`src/rtl/irqc_pkg.sv`:
```
package irqc_pkg;
    localparam int LVL_W  = 2;
    localparam int DATA_W = 8;

    // bit positions inside a per-source control register
    localparam int B_PEND   = 0;
    localparam int B_EN     = 1;
    localparam int B_LVL_LO = 6;

    // bit positions inside the memory control and status registers
    localparam int B_UNLOCK = 2;
    localparam int B_MIE    = 6;
    localparam int B_THR_LO = 4;

    typedef struct packed {
        logic             pend;
        logic             en;
        logic [LVL_W-1:0] lvl;
    } src_cfg_t;
endpackage

```
`src/rtl/irqc_src_next.sv`:
```
module irqc_src_next
    import irqc_pkg::*;
(
    input  src_cfg_t              cur_i,
    input  logic                  wr_hit_i,
    input  logic                  unlock_i,
    input  logic [DATA_W-1:0]     wdata_i,
    input  logic                  evt_i,
    input  logic                  ack_hit_i,
    output src_cfg_t              nxt_o
);
    always_comb begin
        nxt_o = cur_i;
        if (wr_hit_i) begin
            nxt_o.en  = wdata_i[B_EN];
            nxt_o.lvl = wdata_i[B_LVL_LO +: LVL_W];
            if (unlock_i) begin
                nxt_o.pend = wdata_i[B_PEND];
            end
        end
        if (ack_hit_i) begin
            nxt_o.pend = 1'b0;
        end
        if (evt_i) begin
            nxt_o.pend = 1'b1;
        end
    end
endmodule

```
`src/rtl/irqc_pick.sv`:
```
module irqc_pick
    import irqc_pkg::*;
#(
    parameter int N_SRC = 8,
    localparam int IDX_W = (N_SRC > 1) ? $clog2(N_SRC) : 1
) (
    input  src_cfg_t [N_SRC-1:0] src_i,
    input  logic                 mie_i,
    input  logic [LVL_W-1:0]     thr_i,
    output logic                 req_o,
    output logic [IDX_W-1:0]     idx_o,
    output logic [LVL_W-1:0]     lvl_o
);
    logic [N_SRC-1:0] qual;

    for (genvar g = 0; g < N_SRC; g++) begin : g_qual
        assign qual[g] = mie_i && src_i[g].en && src_i[g].pend && (src_i[g].lvl < thr_i);
    end

    always_comb begin
        req_o = 1'b0;
        idx_o = '0;
        lvl_o = '0;
        for (int i = 0; i < N_SRC; i++) begin
            if (qual[i] && (!req_o || (src_i[i].lvl < lvl_o))) begin
                req_o = 1'b1;
                idx_o = IDX_W'(i);
                lvl_o = src_i[i].lvl;
            end
        end
    end
endmodule

```
`src/rtl/irq_level_ctrl.sv`:
```
module irq_level_ctrl
    import irqc_pkg::*;
#(
    parameter int              N_SRC       = 8,
    parameter int              ADDR_W      = 16,
    parameter logic [15:0]     CTRL_BASE   = 16'h3FE0,
    parameter logic [15:0]     MEMCTL_ADDR = 16'h3F01,
    parameter logic [15:0]     STATUS_ADDR = 16'h3F00,
    localparam int             IDX_W       = (N_SRC > 1) ? $clog2(N_SRC) : 1
) (
    input  logic                 clk,
    input  logic                 rst_n,
    input  logic [N_SRC-1:0]     evt_i,
    input  logic                 ack_i,
    input  logic [IDX_W-1:0]     ack_idx_i,
    input  logic                 bus_wr_i,
    input  logic [ADDR_W-1:0]    bus_addr_i,
    input  logic [7:0]           bus_wdata_i,
    output logic [7:0]           bus_rdata_o,
    output logic                 irq_req_o,
    output logic [IDX_W-1:0]     irq_idx_o,
    output logic [1:0]           irq_lvl_o
);
    localparam logic [ADDR_W-1:0] BASE_A = ADDR_W'(CTRL_BASE);
    localparam logic [ADDR_W-1:0] MEMC_A = ADDR_W'(MEMCTL_ADDR);
    localparam logic [ADDR_W-1:0] STAT_A = ADDR_W'(STATUS_ADDR);
    localparam logic [ADDR_W-1:0] NSRC_A = ADDR_W'(N_SRC);

    typedef struct packed {
        src_cfg_t [N_SRC-1:0] src;
        logic                 unlock;
        logic                 mie;
        logic [LVL_W-1:0]     thr;
    } state_t;

    state_t state_d, state_q;

    logic [ADDR_W-1:0] ofs;
    logic              ctrl_sel;
    logic [IDX_W-1:0]  ctrl_idx;
    logic              ack_ok;
    src_cfg_t [N_SRC-1:0] src_nxt;

    assign ofs      = bus_addr_i - BASE_A;
    assign ctrl_sel = (ofs < NSRC_A);
    assign ctrl_idx = ofs[IDX_W-1:0];
    assign ack_ok   = ack_i && (32'(ack_idx_i) < N_SRC);

    for (genvar g = 0; g < N_SRC; g++) begin : g_src
        irqc_src_next u_next (
            .cur_i     (state_q.src[g]),
            .wr_hit_i  (bus_wr_i && ctrl_sel && (ctrl_idx == IDX_W'(g))),
            .unlock_i  (state_q.unlock),
            .wdata_i   (bus_wdata_i),
            .evt_i     (evt_i[g]),
            .ack_hit_i (ack_ok && (ack_idx_i == IDX_W'(g))),
            .nxt_o     (src_nxt[g])
        );
    end

    always_comb begin
        state_d     = state_q;
        state_d.src = src_nxt;
        if (bus_wr_i && (bus_addr_i == MEMC_A)) begin
            state_d.unlock = bus_wdata_i[B_UNLOCK];
        end
        if (bus_wr_i && (bus_addr_i == STAT_A)) begin
            state_d.mie = bus_wdata_i[B_MIE];
            state_d.thr = bus_wdata_i[B_THR_LO +: LVL_W];
        end
    end

    always_ff @(posedge clk or negedge rst_n) begin
        if (!rst_n) begin
            state_q <= '0;
        end else begin
            state_q <= state_d;
        end
    end

    always_comb begin
        bus_rdata_o = '0;
        if (ctrl_sel) begin
            bus_rdata_o[B_PEND]              = state_q.src[ctrl_idx].pend;
            bus_rdata_o[B_EN]                = state_q.src[ctrl_idx].en;
            bus_rdata_o[B_LVL_LO +: LVL_W]   = state_q.src[ctrl_idx].lvl;
        end else if (bus_addr_i == MEMC_A) begin
            bus_rdata_o[B_UNLOCK]            = state_q.unlock;
        end else if (bus_addr_i == STAT_A) begin
            bus_rdata_o[B_MIE]               = state_q.mie;
            bus_rdata_o[B_THR_LO +: LVL_W]   = state_q.thr;
        end
    end

    irqc_pick #(.N_SRC(N_SRC)) u_pick (
        .src_i (state_q.src),
        .mie_i (state_q.mie),
        .thr_i (state_q.thr),
        .req_o (irq_req_o),
        .idx_o (irq_idx_o),
        .lvl_o (irq_lvl_o)
    );
endmodule

```
`config.mk`:
```
export PLATFORM = sky130hd
export DESIGN_NAME = irq_level_ctrl
export DESIGN_NICKNAME = d
export VERILOG_FILES = /design/src/rtl/irqc_pkg.sv /design/src/rtl/irqc_src_next.sv /design/src/rtl/irqc_pick.sv /design/src/rtl/irq_level_ctrl.sv
export SDC_FILE = /design/constraint.sdc
export NUM_CORES = 1
export LEC_CHECK = 0
export ABC_AREA = 0
export CAP_MARGIN = 20
export CORE_MARGIN = 2
export CORE_UTILIZATION = 58
export CTS_CLUSTER_SIZE = 8
export DETAILED_ROUTE_END_ITERATION = 6
export GPL_TIMING_DRIVEN = 0
export MAX_ROUTING_LAYER = met4
export PLACE_DENSITY = 0.92
export SETUP_SLACK_MARGIN = 0.05
export SLEW_MARGIN = 40
export SYNTH_ARGS = -nofsm -noshare
export SYNTH_HDL_FRONTEND = slang
export SYNTH_HIERARCHICAL = 1
export SYNTH_SLANG_ARGS = --single-unit
```
`constraint.sdc`:
```
create_clock -name clk -period 18.34 [get_ports clk]
set_input_delay 3.668 -clock clk [delete_from_list [all_inputs] [get_ports clk]]
set_output_delay 3.668 -clock clk [all_outputs]
set_load 0.03 [all_outputs]
```
Word-level counts from Yosys, hierarchy flattened
Cells that the tools add are included.
{ "word_totals": {"ff_bits": 36, "elab_cells": 209, "in_bits": 39} }
{ "op_classes": {"addsub": 1, "n_lt_le_gt_ge": 17, "n_eq_ne": 16, "n_reduce_logical": 90, "mux": 58} }
{ "op_table": {"columns": ["operator", "count"], "rows": [
  ["logical AND 1 bit", 50],
  ["nonzero test 3 bit", 16],
  ["2-to-1 mux 4 bit", 9],
  ["equality test 16 x 14 -> 1 bit (second input constant)", 2],
  ["< comparator 2 bit", 15],
  ["2-to-1 mux 1 bit", 30],
  ["equality test 3 bit (second input constant)", 8],
  ["2-to-1 mux 2 bit", 12],
  ["2-to-1 mux 3 bit", 6],
  ["< comparator 16 x 4 -> 1 bit (second input constant)", 1],
  ["AND reduction 2 bit", 8],
  ["subtractor 16 x 14 -> 16 bit (second input constant)", 1],
  ["binary-select mux 4 bit (select 3 bit)", 1],
  ["equality test 3 x 2 -> 1 bit (second input constant)", 4],
  ["zero test 1 bit", 7],
  ["logical OR 1 bit", 7],
  ["equality test 3 x 1 -> 1 bit (second input constant)", 2],
  ["zero test 3 bit", 2],
  ["< comparator 3 x 4 -> 1 bit (second input constant)", 1]
]} }

Depth between registers and ports, before layout
Gate-level depths: netlist of the first run.
{ "depth": {"depth_word": 32, "ltp_mapped": 44, "ltp_nobuf": 44} }

Modules after synthesis
The synthesis of the first run kept the hierarchy.
{ "modules_own_cells": {"columns": ["module", "area_per_inst_um2", "seq_area_each_um2", "cells_each", "n_inst"], "rows": [
  ["irq_level_ctrl", 1575.3, 900.9, 121, 1],
  ["irqc_pick", 997.2, 0.0, 132, 1],
  ["irqc_src_next", 61.3, 0.0, 7, 8]
]} }

Least setup slack after synthesis of the first run
OpenSTA, ideal clock, no wires.
{ "synth_path": {"kind": "reg2out", "from": "register state_q[1] (netlist name)", "to": "output irq_lvl_o[1]", "slack_ps": 6972, "t_arrival_ps": 7700, "path_stages_with_launch": 45, "required_ps": 14672, "path_cell_list": "dfrtp_1 inv_1 ha_1 nand4b_1 a21oi_1 nand2_1 ha_1 a21oi_1 o21a_1 a32o_1 inv_1 ha_1 a211o_1 o32ai_2 a21oi_1 mux2i_1 ha_1 nor2_1 [9 not listed] ha_1 o22ai_1 nand2_1 o41ai_1 nand2_1 o21ai_1 inv_1 ha_1 o31a_1 nand2b_1 a31oi_4 mux2i_1 ha_1 nor2_1 o21ba_2 a21oi_2 nand2b_2 o221a_1"} }
{ "synth_via": {"elab_chain_len": 31, "elab_cells_between_ends": 59, "cone_classes": "order compare: 15; mux: 15; reduce/logical: 29"} }
{ "synth_rtl": {"columns": ["item", "line", "rtl"], "rows": [
  ["from (decl)", "irq_level_ctrl.sv:36", "state_t state_d, state_q;"],
  ["from (signal assigned)", "irq_level_ctrl.sv:77", "state_q <= state_d;"],
  ["< comparator 2 bit", "irqc_pick.sv:17", "assign qual[g] = mie_i && src_i[g].en && src_i[g].pend && (src_i[g].lvl < thr_i);"],
  ["logical AND 1 bit", "irqc_pick.sv:17", null],
  ["2-to-1 mux 2 bit or 2-to-1 mux 1 bit (tied branches)", "irqc_pick.sv:25", "if (qual[i] && (!req_o || (src_i[i].lvl < lvl_o))) begin"],
  ["< comparator 2 bit or zero test 1 bit (tied branches)", "irqc_pick.sv:25", null],
  ["logical OR 1 bit", "irqc_pick.sv:25", null],
  ["logical AND 1 bit", "irqc_pick.sv:25", null],
  ["2-to-1 mux 2 bit or 2-to-1 mux 1 bit (tied branches)", "irqc_pick.sv:25", null],
  ["< comparator 2 bit or zero test 1 bit (tied branches)", "irqc_pick.sv:25", null],
  ["[15 not listed]", null, null],
  ["< comparator 2 bit or zero test 1 bit (tied branches)", "irqc_pick.sv:25", null],
  ["logical OR 1 bit", "irqc_pick.sv:25", null],
  ["logical AND 1 bit", "irqc_pick.sv:25", null],
  ["2-to-1 mux 2 bit or 2-to-1 mux 1 bit (tied branches)", "irqc_pick.sv:25", null],
  ["< comparator 2 bit or zero test 1 bit (tied branches)", "irqc_pick.sv:25", null],
  ["logical OR 1 bit", "irqc_pick.sv:25", null],
  ["logical AND 1 bit", "irqc_pick.sv:25", null],
  ["2-to-1 mux 2 bit (*)", "irqc_pick.sv:25", null],
  ["to (decl)", "irq_level_ctrl.sv:22", "output logic [1:0] irq_lvl_o"]
]} }
Every way passes the cells marked *; elsewhere a longest branch is shown, timed or not.

Worst setup path after layout of the first run
Same ends and word-level chain as after synthesis.

==> metrics, run 1 <==
gate count after technology mapping=309; Area growth, synth to finish=22.5%; wire length after detailed routing=8340 um; sequential cell area fraction in the yosys report=0.294; number of buffer cells added on primary ports=49; Final Hold Viols=0; data required time of the worst path=14.67 ns; combinational family with the most area after synthesis=simple AND/OR/NAND/NOR gates; Setup TNS Final=0 ns; Syn. warnings=6; final number of setup-violating endpoints=0; largest net degree at the start of global routing=25; cells taking the most area after synthesis=sky130_fd_sc_hd__dfrtp_1, sky130_fd_sc_hd__mux2_2, sky130_fd_sc_hd__ha_1, sky130_fd_sc_hd__mux4_2, sky130_fd_sc_hd__nand2_1; cell with the largest stage delay on the worst path=sky130_fd_sc_hd__clkdlybuf4s50_1; post-place setup slack=5.55 ns; post-layout worst setup margin=5.08 ns; Yosys top cell area share=0.294; post-DR wirelength/cell=19.1 um; count of distinct cell types in the synthesized netlist=69; width of the die=76.7 um; synthesized netlist net count=364; setup repair bufs after CTS=0; synthesized cell area=3060 sq um; Crit Path Category=reg2out; outcome=finished, final reports clean; async set or reset register ratio after synthesis=1.00; number of global-route vias before repair=2958; element type at the critical path start=register; Biggest register=state_q; post-synthesis register bit count=36; top post-synthesis cells by count=sky130_fd_sc_hd__dfrtp_1, sky130_fd_sc_hd__nand2_1, sky130_fd_sc_hd__mux2_2; clock-pin transition on the worst setup and hold timing paths=0.07 ns; period utilisation layout=0.723; drt initial violations=212; Critical path origin=state_q[1]$_DFFE_PN0P_; total routing usage reported by global routing=0.314; worst reg2reg path startpoint=state_q[3]$_DFFE_PN0P_; number of placed instances, taps included=429; Worst Tran Pin Value=0.845 ns; maximum ir drop on the vdd rail=0.0518 mV; worst min-delay path category=reg2reg; Final Instance Count excl. Fillers=436; TritonCTS clock tree=done; flip-flop count of the largest register after layout=36; initial standard-cell utilization of the core=0.600; registers with the most flip-flops=state_q: 36 flops; Post-CTS Hold Fix Bufs=0; most common cell type on the critical path=sky130_fd_sc_hd__ha_1; Final Max Tran Viols=0; Worst Hold Launch=state_q[34]$_DFF_PN0_; fraction of layout cells with a size suffix above 1=0.175; count of H-tree levels built during CTS=2; number of sinks handled by clock tree synthesis=36; Max FO, Critical Path=8; antenna violations before repair=0; Setup crit end kind=primary output; number of inserted diodes=0; post-synthesis cell type with the largest combined area=sky130_fd_sc_hd__dfrtp_1; mux cell area share after synthesis=0.188; Arrival @ worst endpoint=9.59 ns; ratio of total power to cell area=41.8 nW/um^2; number of routed nets with antenna violations=0; skew final=0.00222 ns; area of the die=5880 sq um; first-pass GRT wire length=14400 um; worst-case headroom to the max-slew limit=0.432; Hold Crit Depth=1; max frequency=75.4 MHz; minimum clock period=13.26 ns; Pre-Repair DR Iteration Count=4; Post-synth EDFFs=0; max-cap check violation count=0; cts repair resizes=0; Vert. Die Dim=76.7 um; Synth Area in Compound Gates=0.177; number of clock buffers inserted by TritonCTS=5; leading cell type by number of instances after synthesis=sky130_fd_sc_hd__dfrtp_1; clock tree root buffer cell=sky130_fd_sc_hd__clkbuf_8; Final Net Count=421; global placer's final weighted congestion=0.929; DRC Markers=0; io pins=53; number of buffers on the longest clock path=2; post-DP HPWL=6370 um; Leakage=1.54 nW; via total after detailed routing=2823; most common flop cell mapped by yosys=sky130_fd_sc_hd__dfrtp_1; simple-gate share of the synthesized area=0.234; GR Overflow Total=0; routed via count divided by cell count=6.47; setup repair after global routing missed its margin=false; Core Area=5110 sq um; depth of the most critical reg-to-reg path=2; post-synthesis share of cell area spent on full adders, half adders and majority gates=0.0654; post-synthesis share of cell area spent on xor and xnor gates=0.00858; standard-cell row count=26; clock latency on the worst-skew pair=0.30 ns; syn avg cell area=9.91 sq um; Crit path largest cell delay=0.59 ns
==> report_power, final <==
part	switching, W	total, W	leakage, nW	internal, W
Clock	0.0000295	0.0000554	0.0410	0.0000258
Sequential	0.000000609	0.0000806	0.464	0.0000800
Combinational	0.00000994	0.0000210	1.03	0.0000110
Total	0.0000401	0.000157	1.54	0.000117
==> metal layers <==
layer	global-route usage	vias up	wire (um)
met2	0.529	102	4200
met1	0.381	1396	3420
met3	0.0671	21	511
met4	0.0927	0	209
li1	-	1304	-
met5	-	-	0
==> metrics by stage <==
stage	area [sq um]	util	hold slack, ns	total power [W]
after global routing	3750	0.735	0.578	0.000164
after floorplan	3060	-	0.490	0.0000886
final	3750	0.735	0.542	0.000157
after detailed placement	3660	0.717	0.525	0.000103
after global placement	3640	0.713	0.508	0.000101
after CTS	3740	0.732	0.541	0.000157
==> cell usage in the layout (no fill, tap or decap), drive strengths merged, types with 10 or more instances in the layout <==
cell type | synthesis | final
and4b | 10 | 10
clkdlybuf4s50 | 0 | 48
dfrtp | 36 | 36
ha | 16 | 16
inv | 16 | 16
mux2 | 28 | 28
nand2 | 29 | 29
nand2b | 15 | 15
nor2 | 18 | 18
nor3 | 15 | 15
==> critical path: cells and delay by family, from the launching register on <==
family	cells	cell delay [ns]
compound gates	17	3.76
simple gates	11	1.27
fa+ha+maj	8	1.90
buf+inv	5	0.95
mux	4	1.03
flops	1	0.37
==> kinds of logic after synthesis <==
kind of cell,count (synthesis)
adders and majority gates,16
other,1
xor gates and xnor gates,3
muxes,44
AOI/OAI and AO/OA,64
DFF,36
and+or+nand+nor,123
buffers and inverters,22
==> worst paths after layout <==
path                                     endpoint  slack [ns]
setup / recovery                     irq_lvl_o[1]        5.08
hold reg to reg             state_q[34]$_DFF_PN0_        0.54
setup reg to reg            state_q[11]$_DFF_PN0_       16.99
max in group asynchronous  state_q[3]$_DFFE_PN0P_       14.65
hold / removal              state_q[34]$_DFF_PN0_        0.54
min in group asynchronous   state_q[24]$_DFF_PN0_        3.25
==> layout make-up <==
cell class,count,area [sq um]
tap,70,87.6
inverter,16,60.1
timing repair buffer,50,513
sequential,36,901
fill,372,1350
multi-input combinational,251,2080
clock buffer,6,72.6
clock inverter,1,5.00
buffer,6,36.3
(Power assumes the default switching activity.)
==> run 2, diff against run 1 <==
--- a/config.mk
+++ b/config.mk
@@ -8,12 +8,12 @@
 export ABC_AREA = 0
 export CAP_MARGIN = 20
 export CORE_MARGIN = 2
-export CORE_UTILIZATION = 58
+export CORE_UTILIZATION = 49
 export CTS_CLUSTER_SIZE = 8
 export DETAILED_ROUTE_END_ITERATION = 6
 export GPL_TIMING_DRIVEN = 0
 export MAX_ROUTING_LAYER = met4
-export PLACE_DENSITY = 0.92
+export PLACE_DENSITY = 0.84
 export SETUP_SLACK_MARGIN = 0.05
 export SLEW_MARGIN = 40
 export SYNTH_ARGS = -nofsm -noshare
==> constraint.sdc (replaced) <==
create_clock -name clk -period 10.87 [get_ports clk]
set_input_delay 2.174 -clock clk [delete_from_list [all_inputs] [get_ports clk]]
set_output_delay 2.174 -clock clk [all_outputs]
set_load 0.03 [all_outputs]
==> run 2 against run 1 <==
Effect of this change: final area is 7.2% higher; largest cell class unchanged; hold slack better by 0.0066 ns; clock power is 140% higher; sequential power is 69% higher; via count is 4.9% higher; highest routed layer unchanged; first-iteration DRC count is 3.3% lower; core utilization is 6.3 points lower; critical path depth is 1 lower.
==> metrics, run 2 (synthesis gave the netlist of run 1 again) <==
Setup crit end kind=primary output; final-layout fill cell count=468 (+26%); flip-flop count of the largest register after layout=36 (unchanged); drt initial violations=205 (-3.3%); standard-cell row count=28 (+7.7%); Vert. Die Dim=83.1 um (+8.3%); Final Hold Viols=0 (unchanged); data required time of the worst path=8.70 ns (-5.97 ns); Arrival @ worst endpoint=8.57 ns (-1.02 ns); number of sinks handled by clock tree synthesis=36 (unchanged); Final Max Tran Viols=0 (unchanged); Critical path origin=state_q[1]$_DFFE_PN0P_; area of the die=6900 sq um (+17%); Core Area=5990 sq um (+17%); number of global-route vias before repair=2885 (-2.5%); registers with the most flip-flops=state_q: 36 flops; global placer's final weighted congestion=0.955 (+2.7%); Total Power Consumption=0.000305 W (+94%); post-layout worst setup margin=0.122 ns (-4.96 ns); total placed instance area=3680 sq um (+0.34%); Area growth, synth to finish=31.4%; Final Net Count=440 (+4.5%); Crit path largest cell delay=0.42 ns (-0.17 ns); worst reg2reg path startpoint=state_q[3]$_DFFE_PN0P_; element type at the critical path start=register; io pins=53 (unchanged); max frequency=93.0 MHz; clock latency on the worst-skew pair=0.30 ns (about the same); antenna violations before repair=0 (unchanged); most common library cell in the layout ignoring fill and taps=sky130_fd_sc_hd__clkdlybuf4s50_1; GR Overflow Total=0 (unchanged); leading cell types in the layout, fill and taps excluded=sky130_fd_sc_hd__clkdlybuf4s50_1, sky130_fd_sc_hd__dfrtp_1, sky130_fd_sc_hd__nand2_1, sky130_fd_sc_hd__mux2_2, sky130_fd_sc_hd__buf_4; FF-to-FF setup slack=9.50 ns (-7.49 ns); worst-case headroom to the max-slew limit=0.364 (-0.0679); post-place setup slack=-0.418 ns (-5.97 ns); period utilisation layout=0.989; summed area of non-filler cells in the final layout=4030 sq um (+7.2%); number of inserted diodes=0 (unchanged); fraction of layout cells with a size suffix above 1=0.272 (+0.0972); post-DP HPWL=6400 um (+0.42%); first-pass GRT wire length=14000 um (-3.0%); Biggest register=state_q; post-DR wirelength/cell=19.5 um (+1.7%); depth of the most critical reg-to-reg path=2 (unchanged); number of routed nets with antenna violations=0 (unchanged); Max FO, Critical Path=5 (-3); Crit Path Category=reg2out; TritonCTS clock tree=done; Pre-Repair DR Iteration Count=5 (+1); ratio of total power to cell area=75.7 nW/um^2 (+81%); post-layout utilization of the core=0.672 (-0.0630); Setup TNS Final=0 ns (unchanged); total routing usage reported by global routing=0.255 (-0.0594); initial standard-cell utilization of the core=0.511 (-0.0884); outcome=finished, final reports clean; width of the die=83.1 um (+8.3%); DRC Markers=0 (unchanged); routed via count divided by cell count=6.43 (-0.77%); number of buffers on the longest clock path=2 (unchanged); clock tree root buffer cell=sky130_fd_sc_hd__clkbuf_8; end of the worst register-to-register path=state_q[11]$_DFF_PN0_; maximum ir drop on the vdd rail=0.0791 mV (+53%); max-cap check violation count=0 (unchanged); skew final=0.00641 ns (+0.00419 ns); wire length after detailed routing=8970 um (+7.6%); number of clock buffers inserted by TritonCTS=5 (unchanged); clock-pin transition on the worst setup and hold timing paths=0.08 ns (about the same); via total after detailed routing=2962 (+4.9%); cell with the largest stage delay on the worst path=sky130_fd_sc_hd__dlygate4sd2_1; end of the critical path=irq_idx_o[0]; worst min-delay path category=reg2reg; minimum clock period=10.75 ns; count of H-tree levels built during CTS=2 (unchanged); number of buffer cells added on primary ports=49 (unchanged); final number of setup-violating endpoints=0 (unchanged); most common cell type on the critical path=sky130_fd_sc_hd__ha_1; Leakage=1.68 nW (+9.6%); largest net degree at the start of global routing=24 (-4.0%); Worst Tran Pin Value=0.941 ns (+0.0955 ns)
run 2: changes by cell type in the layout (fill, tap and decap cells not counted), moves of 2 or more:
cell	before	now
sky130_fd_sc_hd__a21oi_1	7	4
sky130_fd_sc_hd__buf_4	1	21
sky130_fd_sc_hd__clkbuf_8	5	7
sky130_fd_sc_hd__nor2_1	18	16
sky130_fd_sc_hd__clkdlybuf4s50_1	48	43
sky130_fd_sc_hd__nor2_2	0	2
sky130_fd_sc_hd__a21oi_2	1	3
sky130_fd_sc_hd__clkbuf_2	0	2
run 2: power breakdown:
part / leakage [nW] / switching, W / internal [W]
Clock: 0.0645 / 0.0000522 / 0.0000810
Sequential: 0.463 / 0.00000111 / 0.000135
Combinational: 1.16 / 0.0000169 / 0.0000186
Total: 1.68 / 0.0000702 / 0.000234
run 2: cell type report:
cell class / instances / area, sq um / area share
clock inverters: 1 / 30.0 / 0.00746
multi-input cells: 251 / 2170 / 0.538
inverters: 16 / 62.6 / 0.0155
clock buffers: 7 / 96.3 / 0.0239
plain buffers: 6 / 36.3 / 0.00901
well taps: 75 / 93.8 / 0.0233
repair buffers: 69 / 637 / 0.158
flip-flops and latches: 36 / 902 / 0.224
run 2: layer usage:
layer,wire [um],GRT usage,up-vias
li1,-,-,1343
met1,3690,0.309,1453
met2,4560,0.426,144
met3,563,0.0507,22
met4,161,0.0849,0
met5,0,-,-
run 2: critical path, delay by kind of cell, from the launching register on:
family	cells	cell delay (ns)
AOI/OAI and AO/OA	18	3.07
adders and majority gates	8	2.02
buffers and inverters	5	0.64
DFF	1	0.40
muxes	4	1.04
and+or+nand+nor	9	1.11
run 2: worst min-delay path by stage:
stage	startpoint	to	slack [ns]	depth (start not counted)
final	state_q[26]$_DFF_PN0_	state_q[26]$_DFF_PN0_	0.55	1
after global routing	state_q[14]$_DFF_PN0_	state_q[14]$_DFF_PN0_	0.56	1
after CTS	state_q[14]$_DFF_PN0_	state_q[14]$_DFF_PN0_	0.54	1
after detailed placement	state_q[1]$_DFFE_PN0P_	state_q[1]$_DFFE_PN0P_	0.51	1
after global placement	state_q[1]$_DFFE_PN0P_	state_q[1]$_DFFE_PN0P_	0.51	1
after floorplan	state_q[34]$_DFF_PN0_	state_q[34]$_DFF_PN0_	0.49	1
run 2: repair_timing:
action | CTS | global route
hold buffers | 0 | 0
pin swaps | 1 | 12
gates resized for setup | 13 | 24
buffers inserted | 7 | 12
setup endpoints to repair | 5 | 5
run 2: stage by stage:
| stage | hold slack [ns] | cells |
|---|---|---|
| detailed placement | 0.514 | 434 |
| floorplan | 0.490 | 309 |
| global route | 0.558 | 461 |
| finish | 0.549 | 461 |
| CTS | 0.540 | 449 |
| global placement | 0.508 | 433 |
==> run 3, diff against run 2 <==
--- a/config.mk
+++ b/config.mk
@@ -8,12 +8,12 @@
 export ABC_AREA = 0
 export CAP_MARGIN = 20
 export CORE_MARGIN = 2
-export CORE_UTILIZATION = 49
+export CORE_UTILIZATION = 43
 export CTS_CLUSTER_SIZE = 8
 export DETAILED_ROUTE_END_ITERATION = 6
 export GPL_TIMING_DRIVEN = 0
 export MAX_ROUTING_LAYER = met4
-export PLACE_DENSITY = 0.84
+export PLACE_DENSITY = 0.76
 export SETUP_SLACK_MARGIN = 0.05
 export SLEW_MARGIN = 40
 export SYNTH_ARGS = -nofsm -noshare
==> run 3 against run 2 <==
Effect of this change: core utilization is 7.2 points lower; setup slack gained 0.30 ns; combinational power fell by 1%; first-iteration DRC count rose by 2.4%; sequential power hardly changed; sequential share of layout area down 0.42 points; die area increased by 13%; hold slack got worse by 0.012 ns; largest cell class unchanged; largest power group unchanged.
==> metrics, run 3 (synthesis gave the netlist of run 1 again) <==
cell with the largest stage delay on the worst path=sky130_fd_sc_hd__dfrtp_1; number of global-route vias before repair=2853 (-1.1%); Pre-Repair DR Iteration Count=4 (-1); global placer's final weighted congestion=0.967 (+1.3%); number of sinks handled by clock tree synthesis=36 (unchanged); Area growth, synth to finish=33.9%; largest net degree at the start of global routing=25 (+4.2%); worst min-delay path category=reg2reg; drt initial violations=210 (+2.4%); Final Hold Viols=0 (unchanged); Final Max Tran Viols=0 (unchanged); number of inserted diodes=0 (unchanged); Setup crit end kind=primary output; GR Overflow Total=0 (unchanged); skew final=0.00284 ns (-0.00357 ns); number of buffer cells added on primary ports=49 (unchanged); total routing usage reported by global routing=0.236 (-0.0187); Post-CTS Hold Fix Bufs=0 (unchanged); Final Instance Count excl. Fillers=482 (+4.6%); clock latency on the worst-skew pair=0.29 ns (about the same); element type at the critical path start=register; first-pass GRT wire length=13900 um (-0.49%); ratio of total power to cell area=67.2 nW/um^2 (-11%); Biggest register=state_q; initial standard-cell utilization of the core=0.448 (-0.0629); clock tree root buffer cell=sky130_fd_sc_hd__clkbuf_8; DRC Markers=0 (unchanged); flip-flop count of the largest register after layout=36 (unchanged); maximum ir drop on the vdd rail=0.0471 mV (-41%); data required time of the worst path=8.70 ns (about the same); Crit Path Category=reg2out; Leakage=1.68 nW (about the same); Worst Tran Pin Value=0.946 ns (+0.00527 ns); clock-pin transition on the worst setup and hold timing paths=0.07 ns (about the same); area of the die=7810 sq um (+13%); count of H-tree levels built during CTS=2 (unchanged); Crit path largest cell delay=0.41 ns (about the same); registers with the most flip-flops=state_q: 36 flops; io pins=53 (unchanged); number of buffers on the longest clock path=2 (unchanged); worst-case headroom to the max-slew limit=0.361 (-0.00356); via total after detailed routing=2862 (-3.4%); number of placed instances, taps included=455 (+4.8%); Core Area=6830 sq um (+14%); standard-cell row count=30 (+7.1%); outcome=finished, final reports clean; most common library cell in the layout ignoring fill and taps=sky130_fd_sc_hd__clkdlybuf4s50_1; max frequency=95.8 MHz (+2.9%); post-DP HPWL=6460 um (+0.92%); final number of setup-violating endpoints=0 (unchanged); Vert. Die Dim=88.4 um (+6.4%); width of the die=88.4 um (+6.4%); antenna violations before repair=0 (unchanged); period utilisation layout=0.961 (-0.0280); Arrival @ worst endpoint=8.27 ns (-0.30 ns); minimum clock period=10.44 ns (-0.305 ns); Max FO, Critical Path=5 (unchanged); max-cap check violation count=0 (unchanged); Final Net Count=441 (+0.23%); most common cell type on the critical path=sky130_fd_sc_hd__mux2i_1; wire length after detailed routing=8830 um (-1.6%); post-DR wirelength/cell=18.3 um (-5.9%); routed via count divided by cell count=5.94 (-7.6%); fraction of layout cells with a size suffix above 1=0.295 (+0.0233); number of clock buffers inserted by TritonCTS=5 (unchanged); TritonCTS clock tree=done; Total Power Consumption=0.000276 W (-9.6%); worst hold slack=0.537 ns (-0.0118 ns); leading cell types in the layout, fill and taps excluded=sky130_fd_sc_hd__clkdlybuf4s50_1, sky130_fd_sc_hd__dfrtp_1, sky130_fd_sc_hd__mux2_2, sky130_fd_sc_hd__nand2_1, sky130_fd_sc_hd__buf_4; number of routed nets with antenna violations=0 (unchanged)
## run 3: metal layers
layer | GRT usage | up-vias | share of wire
li1 | - | 1347 | -
met1 | 0.307 | 1420 | 0.44
met2 | 0.392 | 74 | 0.50
met3 | 0.0317 | 21 | 0.040
met4 | 0.0592 | 0 | 0.018
met5 | - | - | 0
## run 3: report_power, final
group          switching (W)  leakage, nW  internal [W]  total [W]
registers         0.00000109        0.463      0.000135   0.000136
clock network      0.0000480       0.0503     0.0000565   0.000104
logic              0.0000165         1.17     0.0000186  0.0000351
total              0.0000655         1.68      0.000210   0.000276
## run 3: area by class of cell
class,instances,area (sq um)
multi-input cells,251,2230
inverters,16,62.6
well taps,96,120
repair buffers,70,651
plain buffers,6,36.3
clock buffers,7,96.3
fillers,602,2730
flip-flops and latches,36,902
## run 3: critical path, delay by kind of cell, from the launching register on
family	cells	cell delay, ns
buf+inv	5	0.40
flops	1	0.41
compound gates	16	2.96
fa+ha+maj	8	1.91
simple gates	12	1.43
mux	4	0.86
## run 3: timing repair
| item | 4_1_cts | 5_1_grt |
|---|---|---|
| gates resized for setup | 15 | 42 |
| buffers inserted | 6 | 14 |
| hold endpoints to repair | 0 | 0 |
| endpoints found under the setup margin | 5 | 5 |
| pin swaps | 1 | 21 |
## run 3: final timing paths
| kind | slack [ns] | depth (start not counted) | from | to |
|---|---|---|---|---|
| worst min register to register | 0.54 | 1 | state_q[26]$_DFF_PN0_ | state_q[26]$_DFF_PN0_ |
| worst max register to register | 9.58 | 2 | state_q[3]$_DFFE_PN0P_ | state_q[11]$_DFF_PN0_ |
| worst max-delay path | 0.43 | 45 | state_q[1]$_DFFE_PN0P_ | irq_idx_o[2] |
| max in group asynchronous | 8.64 | 2 | rst_n | state_q[5]$_DFF_PN0_ |
| min in group asynchronous | 1.78 | 1 | rst_n | state_q[31]$_DFF_PN0_ |
| worst min-delay path | 0.54 | 1 | state_q[26]$_DFF_PN0_ | state_q[26]$_DFF_PN0_ |
## run 3: per-stage QoR
| stage | worst slack [ns] | instance area (sq um) | util | TNS [ns] |
|---|---|---|---|---|
| after floorplan | 0.996 | 3060 | - | 0 |
| after global placement | -0.223 | 3670 | 0.538 | -0.787 |
| after detailed placement | -0.522 | 3700 | 0.542 | -2.29 |
| after CTS | 0.0693 | 3870 | 0.567 | 0 |
| after global routing | -0.0228 | 4100 | 0.600 | -0.0352 |
| final | 0.426 | 4100 | 0.600 | 0 |
